==> config.mk <==
export PLATFORM = sky130hd
export DESIGN_NAME = char_in_port
export DESIGN_NICKNAME = d
export VERILOG_FILES = /design/src/rtl/char_in_pkg.sv /design/src/rtl/char_in_ctrl.sv /design/src/rtl/char_in_data.sv /design/src/rtl/char_in_port.sv
export SDC_FILE = /design/constraint.sdc
export NUM_CORES = 1
export LEC_CHECK = 0
export BUFFER_PORTS_ARGS = -buffer_cell sky130_fd_sc_hd__buf_2
export CAP_MARGIN = 10
export CORE_AREA = 2 2 39 41
export DETAILED_ROUTE_END_ITERATION = 10
export DIE_AREA = 0 0 41 43
export GPL_TIMING_DRIVEN = 0
export PLACE_DENSITY = 0.73
export SLEW_MARGIN = 10
export SYNTH_ARGS = -nofsm -noshare
export SYNTH_HDL_FRONTEND = slang
export SYNTH_HIERARCHICAL = 1
export SYNTH_SLANG_ARGS = --single-unit
==> constraint.sdc <==
create_clock -name clk -period 0.8 [get_ports clk]
set_input_delay 0.04 -clock clk [delete_from_list [all_inputs] [get_ports clk]]
set_output_delay 0.04 -clock clk [all_outputs]
set_load 0.005 [all_outputs]
==> src/rtl/char_in_pkg.sv <==
package char_in_pkg;
  // Strobes that the control half hands to the datapath each cycle.
  typedef struct packed {
    logic loadChar;   // capture the incoming byte
    logic driveOut;   // place the held byte on the bus
  } portStrobes_t;
endpackage

==> src/rtl/char_in_ctrl.sv <==
module char_in_ctrl #(
  parameter int ADDR_W  = 24,
  parameter int SEL_BIT = 23
) (
  input  logic                      clk,
  input  logic                      rst,
  input  logic [ADDR_W-1:0]         busAddr,
  input  logic                      busRead,
  input  logic                      charStrobe,
  output char_in_pkg::portStrobes_t strb,
  output logic                      irqReq
);
  logic selHit;
  logic irqNext;

  assign selHit = busAddr[SEL_BIT] & busRead;

  always_comb begin
    strb.loadChar = charStrobe;
    strb.driveOut = selHit;
    // A new arrival outranks the read-side clear.
    if (charStrobe)      irqNext = 1'b1;
    else if (selHit)     irqNext = 1'b0;
    else                 irqNext = irqReq;
  end

  always_ff @(posedge clk) begin
    if (rst) irqReq <= 1'b0;
    else     irqReq <= irqNext;
  end
endmodule

==> src/rtl/char_in_data.sv <==
module char_in_data #(
  parameter int DATA_W = 8
) (
  input  logic                      clk,
  input  logic                      rst,
  input  char_in_pkg::portStrobes_t strb,
  input  logic [DATA_W-1:0]         charData,
  output logic [DATA_W-1:0]         busDataOut
);
  logic [DATA_W-1:0] holdReg;

  always_ff @(posedge clk) begin
    if (rst)               holdReg <= '0;
    else if (strb.loadChar) holdReg <= charData;
  end

  assign busDataOut = strb.driveOut ? holdReg : '0;
endmodule

==> src/rtl/char_in_port.sv <==
module char_in_port #(
  parameter int DATA_W  = 8,
  parameter int ADDR_W  = 24,
  parameter int SEL_BIT = ADDR_W - 1
) (
  input  logic              clk,
  input  logic              rst,
  input  logic [ADDR_W-1:0] busAddr,
  input  logic              busRead,
  output logic [DATA_W-1:0] busDataOut,
  input  logic              charStrobe,
  input  logic [DATA_W-1:0] charData,
  output logic              irqReq
);
  char_in_pkg::portStrobes_t strb;

  char_in_ctrl #(.ADDR_W(ADDR_W), .SEL_BIT(SEL_BIT)) u_ctrl (
    .clk(clk), .rst(rst), .busAddr(busAddr), .busRead(busRead),
    .charStrobe(charStrobe), .strb(strb), .irqReq(irqReq)
  );

  char_in_data #(.DATA_W(DATA_W)) u_data (
    .clk(clk), .rst(rst), .strb(strb), .charData(charData),
    .busDataOut(busDataOut)
  );
endmodule

### After elaboration in Yosys (flattened, before gate mapping)

Cells that the tools add are included.

| word-level totals | value |
|---|---|
| bits in registers | 9 |
| logic and storage cells | 7 |

| cells by class | value |
|---|---|
| multiplexer cells | 3 |
| bitwise gates (word level) | 1 |
| reduce and logical (&&, ||, !) cells | 1 |

Operator list:

| kind | count |
|---|---|
| 8-bit two-way mux | 1 |
| 1-bit two-way mux | 2 |
| 2-bit nonzero test | 1 |
| 1-bit bitwise AND | 1 |

### Longest topological paths before layout

| depth | value |
|---|---|
| depth in word-level cells | 3 |
| gate-level depth with buffers | 4 |

### Cells and area by module

Netlist, hierarchy kept.

Modules (own cells, without submodules):

| module | times used | cells each | area each (um^2) | seq. area each (um^2) |
|---|---|---|---|---|
| char_in_data | 1 | 34 | 335.3 | 160.2 |
| char_in_ctrl | 1 | 7 | 66.3 | 20.0 |

### Worst setup path after synthesis

Ideal clock, no wire load.

| path | value |
|---|---|
| path type | input to register |
| start | input charStrobe |
| end | register u_data.holdReg[0] |
| setup time | 124 ps |
| data arrival time | 465 ps |
| data required time | 676 ps |
| slack | 211 ps |
| cell stages on the path | 4 |
| buffers on the path | 2 |
| cells stage by stage | buf_4 -> buf_6 -> mux2i_1 -> nor2_1 |

RTL lines:

| item | RTL line | RTL |
|---|---|---|
| from (decl) | char_in_port.sv:11 | `input logic charStrobe,` |
| to (signal assigned) | char_in_data.sv:14 | `else if (strb.loadChar) holdReg <= charData;` |
| to (decl) | char_in_data.sv:10 | `logic [DATA_W-1:0] holdReg;` |

### Worst setup path after layout

| path | value |
|---|---|
| start | register u_data.holdReg[1] |
| end | output busDataOut[1] |

| on the way | value |
|---|---|
| word-level cells in the longest chain between the ends | 1 |

Ends and longest elaborated chain:

| item | RTL line | RTL |
|---|---|---|
| 8-bit two-way mux | char_in_data.sv:17 | `assign busDataOut = strb.driveOut ? holdReg : '0;` |
| to (decl) | char_in_port.sv:10 | `output logic [DATA_W-1:0] busDataOut,` |

Every way passes these cells.

==> results.txt <==
status -> complete, but fails checks
failing checks -> setup timing
global-route wire length before repair -> 1320 um
r2r endpoint -> u_data/holdReg[3]
WP data arrival -> 0.80 ns
most common cell after layout, fill and taps aside -> buf_2
Cell Area, Synth -> 402 um^2
fin. max-slew vios -> 0
Static Leak -> 0.000320 uW
Setup WS pre-CTS -> 0.0443 ns
number of core rows -> 14
Nets -> 103
CTS Buf Count -> 3
FF-to-FF path depth -> 2
most frequent cells in the layout -> 14 x buf_2, 8 x buf_6, 8 x and2_4, 8 x mux2i_1, 8 x nor2_1
mean post-synth cell area -> 9.80 um^2
Detailed Routing Iterations Pass 1 -> 1
Final Hold Vio Count -> 0
setup slack, reg-to-reg -> 0.17 ns
Slew HR -> 76.8%
Worst Tran Pin Value -> 0.349 ns
RSZ-0062 raised after global routing -> true
Syn Inst Count -> 41
r2r startpoint -> u_data/holdReg[3]
GP Congestion -> 0.572
n_diodes -> 0
PostCTS Resize Cnt -> 0
Final WS setup -> -0.0431 ns
Worst Path Required -> 0.76 ns
CTS tree -> done
DR DRC count -> 0
DP Wirelength -> 596 um
Setup Skew -> 0 ns
post-synth top area cell -> dfxtp_1
fin crit period -> 0.843 ns
Tcrit/Tclk final -> 105%
kind of critical path -> register to primary output
PortBufs -> 21
H-tree depth -> 1
GRT overflow -> 0
PD cells -> 1570 nW/um^2
synth unique cells -> 11
starting density of the core -> 29.0%
Filler cells -> 144
worst vdd ir -> 961 uV
Placed Cells -> 78
core footprint -> 1380 um^2
full die area -> 1760 um^2
number of clock sinks -> 9
vias per std cell -> 4.23
CTS Root Cell -> clkbuf_4
hold_buf cts -> 0
Seq cells post-synth -> 9
hold path endpoint -> u_ctrl/irqReq
Hold Crit Class -> input port to register
number of global-route vias before repair -> 345
IO Pins -> 45
initial antenna violation count -> 0
CTS clk-pin slew, worst paths -> 0.06 ns
Area contributors post-synth -> dfxtp_1 45%, mux2i_1 20%, and2_1 12%
Crit Path Max Fanout -> 2
via count -> 347
Hold Path Stages -> 2
fmax -> 1190 MHz
Worst Setup End Kind -> primary output
routed len/inst -> 9.78 um
syn_nets -> 77
Area Overhead vs Synth -> 55.1%
Hold Startpoint -> rst
postcts setup bufs -> 0
sequential area share after synthesis -> 44.9%
Final setup viols -> 8
post-synth top area share -> 44.9%
worst skew pair latency -> 0.25 ns
largest net degree at the start of global routing -> 9
yosys warns -> 6
Detailed Route Iter0 Violations -> 0
Detailed Route WL -> 802 um
max-cap viol count -> 0
Total GRT Usage -> 11.8%
share of cells above drive strength 1 -> 65.2%
Non-Filler Instances -> 82
Die Height -> 43 um
Startpoint Class -> register
WHS -> 0.00900 ns
Die Wd -> 41 um
clk buf depth -> 2
Detail Route Antenna Nets -> 0
cell usage after synthesis (all sizes together):
cell type  count
and2           9
dfxtp          9
mux2i          8
nor2           8
buf            4
inv            1
nand2b         1
o22ai          1
critical path, stage by stage (launching register included):
cell and delay, ns:
dfxtp_2 0.32, and2_4 0.13, buf_6 0.11
sequential cells by signal, indices dropped and copies added, names as in the netlist:
signal	flops
u_ctrl/irqReq	1
u_data/holdReg	8
report_power, final:
group	internal [uW]	switching, uW	total, uW
Combinational	93.2	60.6	154
Sequential	481	13.1	494
Clock	191	139	330
Total	765	212	978
worst max-delay path by stage:
stage | from | end | slack [ns] | cells past startpoint
final | u_data/holdReg[1] | busDataOut[1] | -0.04 | 2
after floorplan | charStrobe | u_data/holdReg[0] | 0.21 | 4
after global placement | busAddr[23] | busDataOut[0] | 0.06 | 5
after CTS | u_data/holdReg[1] | busDataOut[1] | -0.06 | 2
after detailed placement | charStrobe | u_data/holdReg[4] | 0.04 | 5
after global routing | u_data/holdReg[3] | busDataOut[3] | -0.08 | 2
cell families (layout without fill, tap and decap cells):
| logic type | count (synthesis) | in the layout | share of synthesized area [%] |
|---|---|---|---|
| buffers and inverters | 5 | 30 | 8.41 |
| AND/OR/NAND/NOR | 18 | 18 | 23.7 |
| flip-flops | 9 | 9 | 44.9 |
| AO/OA/AOI/OAI | 1 | 1 | 3.11 |
| multiplexers | 8 | 8 | 19.9 |
layer usage:
metal,vias up,track usage [%],share of wire [%]
met5,-,0,0
met4,0,10.0,2.4
met3,2,6.28,5.5
met2,13,16.9,55
met1,154,11.7,37
li1,178,-,-
through the flow:
stage	TNS (ns)	cell area [um^2]	total power, uW	utilization [%]
after floorplan	0	402	577	-
after global placement	0	527	630	38.1
after detailed placement	0	527	636	38.1
after CTS	-0.420	553	977	40.0
after global routing	-0.572	623	1040	45.0
final	-0.285	623	978	45.0
layout make-up:
cell class	count	area [um^2]	share of cell area, %
multi-input cells	27	205	32.9
flip-flops and latches	9	189	30.3
repair buffers	21	149	23.9
plain buffers	4	30.0	4.82
clock buffers	4	26.3	4.22
well taps	16	20.0	3.21
inverters	1	3.75	0.602
No activity file was read; power rests on OpenSTA's default activity.
